[config.mk]
export PLATFORM = sky130hd
export DESIGN_NAME = secdec_top
export DESIGN_NICKNAME = d
export VERILOG_FILES = /design/src/rtl/secdec_pkg.sv /design/src/rtl/secdec_ctrl.sv /design/src/rtl/secdec_dp.sv /design/src/rtl/secdec_top.sv
export SDC_FILE = /design/constraint.sdc
export NUM_CORES = 1
export LEC_CHECK = 0
export BUFFER_PORTS_ARGS = -buffer_cell sky130_fd_sc_hd__buf_4
export CAP_MARGIN = 20
export CELL_PAD_IN_SITES_DETAIL_PLACEMENT = 0
export CELL_PAD_IN_SITES_GLOBAL_PLACEMENT = 2
export CORE_MARGIN = 2
export CORE_UTILIZATION = 40
export DETAILED_ROUTE_END_ITERATION = 10
export HOLD_SLACK_MARGIN = 0.05
export PLACE_DENSITY_LB_ADDON = 0.1
export RECOVER_POWER = 50
export SYNTH_ARGS = -nofsm -noshare
export SYNTH_HDL_FRONTEND = slang
export SYNTH_SLANG_ARGS = --single-unit
[constraint.sdc]
create_clock -name clk -period 9.65 [get_ports clk]
set_input_delay 0.4825 -clock clk [delete_from_list [all_inputs] [get_ports clk]]
set_output_delay 0.4825 -clock clk [all_outputs]
set_load 0.02 [all_outputs]
[src/rtl/secdec_pkg.sv]
package secdec_pkg;
  // strobes from control to datapath
  typedef struct packed {
    logic accept;   // request taken this cycle: load output register
    logic drain;    // held response consumed this cycle
  } ctrlStrobes_t;

  // section register field positions (decoded by the datapath)
  localparam int BASE_HI   = 31;
  localparam int BASE_LO   = 24;
  localparam int SIZE_HI   = 22;
  localparam int SIZE_LO   = 20;
  localparam int MODE_HI   = 19;
  localparam int MODE_LO   = 18;
  localparam int MAP_HI    = 9;
  localparam int MAP_LO    = 8;
  localparam int CBASE_HI  = 7;
  localparam int CBASE_LO  = 0;

  localparam logic [1:0] MODE_INTL128 = 2'd1;
  localparam logic [1:0] MAP_NONE     = 2'd0;
  localparam logic [1:0] MAP_SECOND   = 2'd2;
  localparam logic [1:0] MAP_BOTH     = 2'd3;
endpackage

[src/rtl/secdec_ctrl.sv]
module secdec_ctrl
  import secdec_pkg::*;
(
  input  logic         clk,
  input  logic         rstN,
  input  logic         reqValid,
  output logic         reqReady,
  input  logic         rspReady,
  output logic         rspValid,
  output ctrlStrobes_t strobes
);
  logic validQ;

  assign reqReady       = !validQ || rspReady;
  assign strobes.accept = reqValid && reqReady;
  assign strobes.drain  = validQ && rspReady;
  assign rspValid       = validQ;

  always_ff @(posedge clk) begin
    if (!rstN)               validQ <= 1'b0;
    else if (strobes.accept) validQ <= 1'b1;
    else if (strobes.drain)  validQ <= 1'b0;
  end
endmodule

[src/rtl/secdec_dp.sv]
module secdec_dp
  import secdec_pkg::*;
#(
  parameter int NUM_SEC  = 4,
  parameter int ADDR_W   = 32,
  parameter int MIN_LOG  = 24,
  parameter int INTL_BIT = 7
) (
  input  logic                       clk,
  input  logic                       rstN,
  input  logic                       cfgWe,
  input  logic [$clog2(NUM_SEC)-1:0] cfgIdx,
  input  logic [31:0]                cfgData,
  input  logic [ADDR_W-1:0]          reqAddr,
  input  ctrlStrobes_t               strobes,
  output logic                       rspSel,
  output logic [ADDR_W-1:0]          rspAddr,
  output logic                       rspErr
);
  localparam int BASE_SHIFT = ADDR_W - 8;

  logic [31:0]       secReg [NUM_SEC];
  logic [NUM_SEC-1:0] secHit;
  logic [ADDR_W-1:0] secOff [NUM_SEC];

  always_ff @(posedge clk) begin
    if (!rstN) begin
      for (int i = 0; i < NUM_SEC; i++) secReg[i] <= '0;
    end else if (cfgWe) begin
      secReg[cfgIdx] <= cfgData;
    end
  end

  // per-section window test
  for (genvar g = 0; g < NUM_SEC; g++) begin : g_sec
    logic [ADDR_W:0] diff;
    logic [2:0]      sizeCode;
    assign diff     = {1'b0, reqAddr} - {1'b0, secReg[g][BASE_HI:BASE_LO], {BASE_SHIFT{1'b0}}};
    assign sizeCode = secReg[g][SIZE_HI:SIZE_LO];
    assign secOff[g] = diff[ADDR_W-1:0];
    assign secHit[g] = (secReg[g] != '0) && !diff[ADDR_W] &&
                       ((diff[ADDR_W-1:0] >> (MIN_LOG + int'(sizeCode))) == '0);
  end

  // highest index wins
  logic              anyHit;
  logic [31:0]       hitReg;
  logic [ADDR_W-1:0] hitOff;
  always_comb begin
    anyHit = 1'b0;
    hitReg = '0;
    hitOff = '0;
    for (int i = 0; i < NUM_SEC; i++) begin
      if (secHit[i]) begin
        anyHit = 1'b1;
        hitReg = secReg[i];
        hitOff = secOff[i];
      end
    end
  end

  logic [1:0]        mapSel;
  logic              intlOn;
  logic              nextErr;
  logic              nextSel;
  logic [ADDR_W-1:0] adjOff;
  logic [ADDR_W-1:0] nextAddr;
  logic              unusedBits;

  assign mapSel  = hitReg[MAP_HI:MAP_LO];
  assign intlOn  = (hitReg[MODE_HI:MODE_LO] == MODE_INTL128) && (mapSel == MAP_BOTH);
  assign nextErr = !anyHit || (mapSel == MAP_NONE);
  assign nextSel = intlOn ? reqAddr[INTL_BIT] : (mapSel == MAP_SECOND);
  assign adjOff  = intlOn ? (((hitOff >> (INTL_BIT + 1)) << INTL_BIT) |
                             (hitOff & ADDR_W'((1 << INTL_BIT) - 1)))
                          : hitOff;
  assign nextAddr = {hitReg[CBASE_HI:CBASE_LO], {BASE_SHIFT{1'b0}}} + adjOff;
  assign unusedBits = ^{hitReg[23], hitReg[17:10]};

  always_ff @(posedge clk) begin
    if (!rstN) begin
      rspSel  <= 1'b0;
      rspAddr <= '0;
      rspErr  <= 1'b0;
    end else if (strobes.accept) begin
      rspErr  <= nextErr;
      rspSel  <= nextErr ? 1'b0 : nextSel;
      rspAddr <= nextErr ? '0 : nextAddr;
    end
  end
endmodule

[src/rtl/secdec_top.sv]
module secdec_top
  import secdec_pkg::*;
#(
  parameter int NUM_SEC  = 4,
  parameter int ADDR_W   = 32,
  parameter int MIN_LOG  = 24,
  parameter int INTL_BIT = 7
) (
  input  logic                       clk,
  input  logic                       rstN,
  input  logic                       cfgWe,
  input  logic [$clog2(NUM_SEC)-1:0] cfgIdx,
  input  logic [31:0]                cfgData,
  input  logic                       reqValid,
  output logic                       reqReady,
  input  logic [ADDR_W-1:0]          reqAddr,
  output logic                       rspValid,
  input  logic                       rspReady,
  output logic                       rspSel,
  output logic [ADDR_W-1:0]          rspAddr,
  output logic                       rspErr
);
  ctrlStrobes_t strobes;

  secdec_ctrl u_ctrl (
    .clk      (clk),
    .rstN     (rstN),
    .reqValid (reqValid),
    .reqReady (reqReady),
    .rspReady (rspReady),
    .rspValid (rspValid),
    .strobes  (strobes)
  );

  secdec_dp #(
    .NUM_SEC  (NUM_SEC),
    .ADDR_W   (ADDR_W),
    .MIN_LOG  (MIN_LOG),
    .INTL_BIT (INTL_BIT)
  ) u_dp (
    .clk     (clk),
    .rstN    (rstN),
    .cfgWe   (cfgWe),
    .cfgIdx  (cfgIdx),
    .cfgData (cfgData),
    .reqAddr (reqAddr),
    .strobes (strobes),
    .rspSel  (rspSel),
    .rspAddr (rspAddr),
    .rspErr  (rspErr)
  );
endmodule

# ---- Word level (Yosys, flattened, before mapping)
# Memories as Yosys holds them, arrays and structs flattened.
# Index checks and enable logic that the tools add are counted.
dict set report word_totals {
  mem_count 1
  ramBits 128
  input_bits 71
  out_inout_bits 36
  ff_bits 35
  wordCells 77
}
dict set report op_classes {
  bitwise 1
  n_mux 25
  n_eq_ne 3
  shift 4
  add_sub_neg 9
  n_reduce_logical 30
}
# name depth width rd rd_ports_with_merged_regs wr line_no
set memory_table {}
lappend memory_table {u_dp.secReg 4 32 4 0 4 secdec_dp.sv:22} ;# logic [31:0] secReg [NUM_SEC];
# cell n
set op_table {}
lappend op_table {{$mux W32} 7}
lappend op_table {{$sub A32 B32 Y33} 4}
lappend op_table {{$logic_not A32 Y1} 4}
lappend op_table {{$reduce_bool A32 Y1} 4}
lappend op_table {{$shr A32 B32 Y32} 4}
lappend op_table {{$mux W20} 4}
lappend op_table {{$add A32 B32 Y32} 1}
lappend op_table {{$reduce_or A32 Y1} 1}
lappend op_table {{$or A31 B7 Y31} 1}
lappend op_table {{$add A5 B3 Y6 const A} 4}
lappend op_table {{$mux W1} 13}
lappend op_table {{$logic_and A1 B1 Y1} 11}
lappend op_table {{$logic_not A1 Y1} 6}
lappend op_table {{$eq A2 B2 Y1 const B} 2}
lappend op_table {{$eq A2 B1 Y1 const B} 1}
lappend op_table {{$logic_not A2 Y1} 1}
lappend op_table {{$logic_or A1 B1 Y1} 2}
lappend op_table {{$mux W2} 1}
lappend op_table {{$reduce_bool A2 Y1} 1}

# ---- Longest topological paths before layout
# Gate-level depths: netlist (run 1).
# An unclocked memory read counts as a cell.
dict set report logic_depth {
  word_depth 14
  depth_mapped 27
}

# ---- Modules after synthesis
# Synthesis (run 1) repeated with hierarchy kept, for this count alone.
dict set report unflattened {
  hier_cells 867
  hier_area_um2 9282.7
}
# module area_per_inst_um2 cells_per_inst seq_area_each_um2 instances
set by_module_without_submodules {}
lappend by_module_without_submodules {secdec_dp 9217.6 861 4524.3 1}
lappend by_module_without_submodules {secdec_ctrl 65.1 6 20.0 1}

# ---- Worst setup path before layout (run 1)
# No wires, ideal clock.
dict set report synth_path {
  path_type {input port to flip-flop}
  startpoint {in reqAddr[24]}
  endpoint {reg u_dp.rspAddr[30]}
  t_required_ns 9.532
  setup_time_ns 0.118
  setup_slack_ns 4.387
  arrival_time_ns 5.144
  path_stages 26
  path_buffers 2
  cell_sequence {inv_1 > ha_1 > inv_1 > fa_1 > a211o_1 > o21ai_2 > xor2_2 > a41oi_1 > nor4_4 > nor2_4 > a22oi_1 > a211oi_1 > o211a_1 > buf_6 > buf_8 > nor2_1 > a21oi_1 > ha_1 > fa_1 > a21o_1 > a21o_1 > a21o_1 > a21oi_1 > xnor2_1 > a22oi_1 > nor2b_1}
}
dict set report synth_between {
  elab_chain_len 13
  word_cells_on_any_way 46
  classes_between {add/sub: 5; eq/ne: 2; shift: 4; mux: 14; bitwise: 1; reduce/logical: 20}
}
# element line_no
set synth_lines {}
lappend synth_lines {{start: declaration} secdec_top.sv:16} ;# input logic [ADDR_W-1:0] reqAddr,
lappend synth_lines {{$sub A32 B32 Y33} secdec_dp.sv:38} ;# assign diff = {1'b0, reqAddr} - {1'b0, secReg[g][BASE_HI:BASE_LO], {BASE_SHIFT{1'b0}}};
lappend synth_lines {{$shr A32 B32 Y32 or $logic_not A1 Y1 (tied branches)} {secdec_dp.sv:42, secdec_dp.sv:41}}
lappend synth_lines {{$logic_not A32 Y1 or $logic_and A1 B1 Y1 (tied branches)} {secdec_dp.sv:42, secdec_dp.sv:41}}
lappend synth_lines {{$logic_and A1 B1 Y1} secdec_dp.sv:41} ;# assign secHit[g] = (secReg[g] != '0) && !diff[ADDR_W] &&
lappend synth_lines {{$mux W20 (4 in a row)} secdec_dp.sv:54} ;# if (secHit[i]) begin
lappend synth_lines {{$eq A2 B1 Y1 or $eq A2 B2 Y1 (tied branches)} secdec_dp.sv:71} ;# assign intlOn = (hitReg[MODE_HI:MODE_LO] == MODE_INTL128) && (mapSel == MAP_BOTH);
lappend synth_lines {{$logic_and A1 B1 Y1} secdec_dp.sv:71}
lappend synth_lines {{$mux W32} secdec_dp.sv:74} ;# assign adjOff = intlOn ? (((hitOff >> (INTL_BIT + 1)) << INTL_BIT) |
lappend synth_lines {{$add A32 B32 Y32} secdec_dp.sv:77} ;# assign nextAddr = {hitReg[CBASE_HI:CBASE_LO], {BASE_SHIFT{1'b0}}} + adjOff;
lappend synth_lines {{$mux W32 *} secdec_dp.sv:88} ;# rspAddr <= nextErr ? '0 : nextAddr;
lappend synth_lines {{end signal: assignment} secdec_dp.sv:88}
lappend synth_lines {{end: declaration} secdec_dp.sv:17} ;# output logic [ADDR_W-1:0] rspAddr,
# Every way passes the cells marked *; elsewhere a longest branch is shown, timed or not.
# A chain may end at the register's enable or synchronous reset.

==> results of run 1 <==
-- worst max-delay path, delay by kind of cell (launching register included) --
family	cells	cell delay (ps)
AOI/OAI and AO/OA	12	2350
xor gates and xnor gates	2	360
adders and majority gates	4	1270
buffers and inverters	2	270
DFF	1	400
and+or+nand+nor	4	1410
-- synth_stat cells (3+ instances only) --
master,instances
edfxtp_1,128
and2_1,98
nor2_1,50
inv_1,48
nand2_1,46
ha_1,40
dfxtp_1,35
nor4_1,35
and3_1,34
clkbuf_1,28
mux2i_1,25
a21oi_1,22
nor2b_1,21
o21ai_0,21
a22oi_1,17
o21ai_1,14
xor2_1,14
a221oi_1,11
a21o_1,10
xnor2_1,10
nand2b_1,9
nand4_1,9
o22ai_1,9
o31ai_1,9
nor3_1,8
o31a_1,7
o21a_1,6
a211oi_1,5
fa_1,5
or2_2,5
a31oi_1,4
buf_6,4
nand3_1,4
nor3b_1,4
o21bai_1,4
a221oi_2,3
buf_1,3
buf_2,3
o211ai_1,3
-- area by class of cell --
class	instances	share of cell area, %
Inverter	49	1.71
Timing Repair Buffer	116	7.04
Tap cell	285	3.32
Clock inverter	15	1.83
Sequential cell	163	42.3
Multi-Input combinational cell	605	39.9
Clock buffer	17	3.96
-- cells in the final DEF, fill, tap and decap left out, drive strengths merged, types with 5 or more instances in the layout --
cell,count
edfxtp,128
and2,98
buf,75
clkbuf,58
inv,55
nor2,52
nand2,47
ha,40
nor4,37
o21ai,36
dfxtp,35
and3,34
mux2i,25
a21oi,22
nor2b,21
a22oi,17
xor2,15
a221oi,14
xnor2,10
a21o,10
nand4,10
o31ai,10
o22ai,9
nand2b,9
clkinv,9
nor3,8
o31a,7
a211oi,7
o21a,6
or2,5
fa,5
-- through the flow --
| step | setup WS (ps) | instances |
|---|---|---|
| floorplan | 4390 | 857 |
| global placement | 2930 | 1216 |
| detailed placement | 2780 | 1217 |
| CTS | 3130 | 1249 |
| global route | 3140 | 1250 |
| finish | 3520 | 1250 |
-- where the power goes --
part / leakage, µW / internal [µW] / switching, µW
Clock: 0.000299 / 354 / 339
Combinational: 0.00231 / 126 / 196
Sequential: 0.00153 / 804 / 30.4
-- state kept, by name, summed over array words and instances, names as in the netlist --
register and flops:
u_dp.rspErr 1, u_dp.rspAddr 32, u_ctrl.rspValid 1, u_dp.secReg 128, u_dp.rspSel 1
-- layer usage --
layer | global-route usage [%] | vias to the layer above | share of wire, %
met1 | 29.5 | 3481 | 45
met4 | 9.17 | 0 | 3.4
li1 | - | 3371 | -
met2 | 36.4 | 181 | 47
met3 | 3.78 | 45 | 4.0
met5 | 0 | - | 0
-- worst max-delay path by stage --
stage / slack (ps) / endpoint / from
4_1_cts: 3130 / u_dp.rspAddr[30] / u_dp.secReg[3][26]
3_3_place_gp: 2930 / u_dp.rspAddr[30] / reqAddr[24]
6_report: 3520 / u_dp.rspAddr[30] / u_dp.secReg[1][24]
3_5_place_dp: 2780 / u_dp.rspAddr[30] / reqAddr[24]
2_1_floorplan: 4390 / u_dp.rspAddr[30] / reqAddr[24]
5_1_grt: 3140 / u_dp.rspAddr[30] / u_dp.secReg[1][24]
-- logic make-up (layout without fill, tap and decap cells) --
group	count (synthesis)	after routing
fa+ha+maj	45	45
xor+xnor	25	25
simple gates	331	331
compound gates	179	179
mux	25	25
buf+inv	89	197
flops	163	163
==> flow_summary.toml, run 1 <==
[status]
status = "finished, violations left"
violations = "capacitance limit, slew limit"

[layout]
regArea_um2 = 4540
final_area_um2 = 10700
postLayoutCoreUtil_pct = 47.5
nets = 1068
fillerInstances = 2161
areaGrowthSynthToFinish_pct = 16.8
drive_gt1_share_pct = 13.9
multi_input_area_um2 = 4280
antenna_cells = 0

[floorplanning]
core_area_um2 = 22600
die_x_um = 156
die_y_um = 156
dieArea_um2 = 24200
initial_utilization_pct = 40.6
fp-row-count = 55
ios = 107

[synthesis]
synth_nets = 973
ys_top_cells_by_area = "edfxtp_1, dfxtp_1, and2_1"
synth_compound_area_share_pct = 14.4
synth_fa_ha_area_share_pct = 6.53
syn_area_um2 = 9200
synth_top_area_cell = "edfxtp_1"
ys_types = 78
synth_top_family_by_area = "simple AND/OR/NAND/NOR gates"
synth_edf_count = 128
muxShareOfSynthArea_pct = 2.72
yosys.area_share.simple_pct = 20.2
ys_seq_area_share_pct = 49.4
synthArstFlopShare_pct = 0
yosysTopAreaCellShare_pct = 41.8
synth_seq_cells = 163
synth_xor_area_share_pct = 2.46
syn_avg_cell_area_um2 = 10.7
synth_warnings = 0
synth_cells = 857
ys.flop_type = "edfxtp_1"

[global_routing]
grt_pass1_wl_mm = 40.4
grt_overflow = 0
grt_max_degree = 57
grt_use_total_pct = 22.3
grt_pass1_vias = 6996
antenna_found_initial = 0

[sta]
min_period_over_period_pct = 63.6
finalClockSkew_ps = 13.7
setup_tns_ps = 0
timing.fmax_mhz = 163
slew-limit-headroom_pct = -54.7
finalHoldWorstSlack_ps = 299
drv_slew = 123
min_period_ps = 6130
finalSetupViolCount = 0
rsz0062_at_grt = "false"
hold_violations = 0
tightest_slew_ps = 2320

[worst_setup_path]
path_cells = "ha_1 -> inv_1 -> fa_1 -> a211o_1 -> o21ai_2 -> xor2_2 -> a41oi_1 -> nor4_4 -> nor2_4 -> a22oi_1 -> a211oi_1 -> o211a_1 -> buf_16 -> nor2_1 -> a21oi_1 -> ha_1 -> fa_1 -> a21o_1 -> a21o_1 -> a21o_1 -> a21oi_1 -> xnor2_1 -> a22oi_1 -> nor2b_1"
cp_max_fo = 21
timing.critical_path.from_type = "flop"
crit_top_cell = "a21o_1"
ff2ff_setup_slack_ps = 3520
r2r-start = "u_dp.secReg[1][24]"
reg2reg_to = "u_dp.rspAddr[30]"
crit_path_end_kind = "flop"
worst_r2r_path_depth = 24
arrival_ps = 6510
required_ps = 10020
cp_slowest_stage_delay_ps = 920
slowest_stage = "nor4_4"
crit_type = "reg2reg"

[power]
ir_drop_v = 0.000115
p_total_uw = 1850
p_per_area_nw_per_um2 = 172
leakage_uw = 0.00414

[place]
dpl.hpwl_mm = 19.9
placed_area_um2 = 10300
port_buffers = 106
globalplace.congestion = 0.945

[detailed_routing]
ant_nets = 0
num_vias = 7078
viasPerCell = 5.66
firstDrtPassIters = 5
wl_per_cell_um = 21.3
drc = 0
drt-initial-drc-count = 544
drt_wl_total_mm = 26.6

[clocking]
cts_inserted_buffers = 17
ctsHoldBuffers = 0
post_cts_buffers = 0
cts_root_buf = "clkbuf_16"
path_clk_slew_ps = 80
cts_resized = 0
cts_sinks = 163
tritoncts = "built"
htree_num_levels = 4
insertion_delay_ps = 440
cts_buffer_depth = 2

[run]
cap_violations = 3

[worst_hold_path]
min-delay-start = "reqAddr[6]"
holdPathStages = 3
holdPathEnd = "u_dp.rspAddr[6]"
hold_path.class = "in2reg"
(Power assumes the default switching activity.)
==> inputs of run 2 (changes only) <==
Settings changed: ABC_AREA set to 1, CORE_UTILIZATION 40 to 35.
Clock period 9.65 ns to 5.7 ns, I/O delays scaled along.
==> flow_summary.toml, run 2 <==
[synthesis]
synth_top_cells_by_count = "nand2_1, nor2_1, inv_1"
synth_top_area_cell = "edfxtp_1"
ys_seq_area_share_pct = 48.1
ys_types = 44
yosysTopAreaCellShare_pct = 40.7
synth_warnings = 0
ys.flop_type = "edfxtp_1"
synth_cells = 1188
synth_most_common_cell = "nand2_1"
syn_area_um2 = 9450
synth_nets = 1304
ys_top_cells_by_area = "edfxtp_1, nand2_1, nor2_1"
synthArstFlopShare_pct = 0
synth_seq_cells = 163
synth_edf_count = 128
syn_avg_cell_area_um2 = 7.95

[clocking]
cts_inserted_buffers = 17
cts_root_buf = "clkbuf_16"
insertion_delay_ps = 440
cts_sinks = 163
post_cts_buffers = 0
ctsHoldBuffers = 0
cts_resized = 0
htree_num_levels = 4
cts_buffer_depth = 2
tritoncts = "built"
path_clk_slew_ps = 80

[global_routing]
antenna_found_initial = 1
grt_overflow = 0
grt_use_total_pct = 20.6
grt_max_degree = 66
grt_pass1_wl_mm = 44.8
grt_pass1_vias = 8002

[floorplanning]
fp-row-count = 60
die_y_um = 168
die_x_um = 168
core_area_um2 = 26700
initial_utilization_pct = 35.4
ios = 107
dieArea_um2 = 28300

[power]
ir_drop_v = 0.000221
p_per_area_nw_per_um2 = 291
leakage_uw = 0.00504
p_total_uw = 3260

[sta]
tightest_slew_ps = 2940
min_period_over_period_pct = 85.3
rsz0062_at_grt = "false"
setup_tns_ps = 0
drv_slew = 199
min_period_ps = 4860
finalClockSkew_ps = 13.5
slew-limit-headroom_pct = -96.3
timing.fmax_mhz = 206
hold_violations = 0
finalSetupViolCount = 0

[layout]
drive_gt1_share_pct = 13.0
fillerInstances = 2808
mostFrequentLayoutCells = "nand2_1, nor2_1, inv_1"
final_area_um2 = 11200
postLayoutCoreUtil_pct = 41.9
mostFrequentLayoutCell = "nand2_1"
regArea_um2 = 4540
largest_reg_flops = 128
largestRegisters = "u_dp.secReg: 128 flops, u_dp.rspAddr: 32 flops"
areaGrowthSynthToFinish_pct = 18.6
multi_input_area_um2 = 4120
nets = 1406
regMostFlops = "u_dp.secReg"

[worst_setup_path]
ff2ff_setup_slack_ps = 840
slowest_stage = "edfxtp_1"
arrival_ps = 5200
crit_type = "reg2reg"
required_ps = 6030
crit_path_end_kind = "flop"
crit_top_cell = "nand2_1"
cp_slowest_stage_delay_ps = 470
cp_max_fo = 12
timing.critical_path.from_type = "flop"

[status]
violations = "capacitance limit, slew limit"
status = "finished, violations left"

[detailed_routing]
num_vias = 8025
firstDrtPassIters = 5
drc = 0
viasPerCell = 4.88
ant_nets = 0
drt-initial-drc-count = 475
wl_per_cell_um = 17.4
drt_wl_total_mm = 28.6

[place]
placed_area_um2 = 10600
dpl.hpwl_mm = 21.3
globalplace.congestion = 0.821
port_buffers = 106

[worst_hold_path]
hold_path.class = "in2reg"

[run]
cap_violations = 5
run 2: worst max-delay path: cells and delay by family, from the launching register on:
kind                     cells  cell delay, ps
adder cells (fa/ha/maj)      4            1340
AND/OR/NAND/NOR             14            1700
buffers and inverters        6             490
flip-flops                   1             470
AO/OA/AOI/OAI                7             770
run 2: where the power goes:
group | internal, µW | total (µW) | switching (µW)
registers | 1360 | 1400 | 40.2
logic | 219 | 655 | 436
clock network | 598 | 1200 | 599
total | 2180 | 3260 | 1080
run 2: cell type report:
type,instances,share of cell area (%)
inverters,162,5.43
well taps,341,3.81
flip-flops and latches,163,40.5
clock inverters,15,1.65
repair buffers,121,7.98
clock buffers,17,3.80
diodes,1,0.0223
multi-input cells,825,36.8
run 2: worst paths after layout:
check | depth (start not counted) | start | endpoint
hold reg to reg | 2 | u_dp.rspAddr[15] | u_dp.rspAddr[15]
setup reg to reg | 31 | u_dp.secReg[1][24] | u_dp.rspAddr[30]
hold / removal | 3 | reqAddr[3] | u_dp.rspAddr[3]
setup / recovery | 31 | u_dp.secReg[1][24] | u_dp.rspAddr[30]
run 2: cells by family after synthesis:
family | Yosys count | synth area share [%]
buffers and inverters | 200 | 8.34
muxes | 1 | 0.106
xor gates and xnor gates | 5 | 0.463
adders and majority gates | 45 | 6.36
DFF | 163 | 48.1
AOI/OAI and AO/OA | 125 | 7.33
and+or+nand+nor | 649 | 29.3
run 2: routing by layer:
layer | vias to the layer above | part of all wire, % | GRT usage, %
met5 | - | 0 | 0
met4 | 0 | 1.8 | 5.51
met3 | 29 | 3.8 | 3.27
met2 | 158 | 47 | 33.5
met1 | 3710 | 48 | 28.7
li1 | 4128 | - | -
run 2: per-stage QoR:
step           setup slack [ps]  hold slack (ps)  cells
2_1_floorplan              1520              428   1188
3_3_place_gp                686              453   1611
3_5_place_dp                727              456   1612
4_1_cts                     861             79.1   1644
5_1_grt                     414             85.6   1644
6_report                    837             96.1   1645
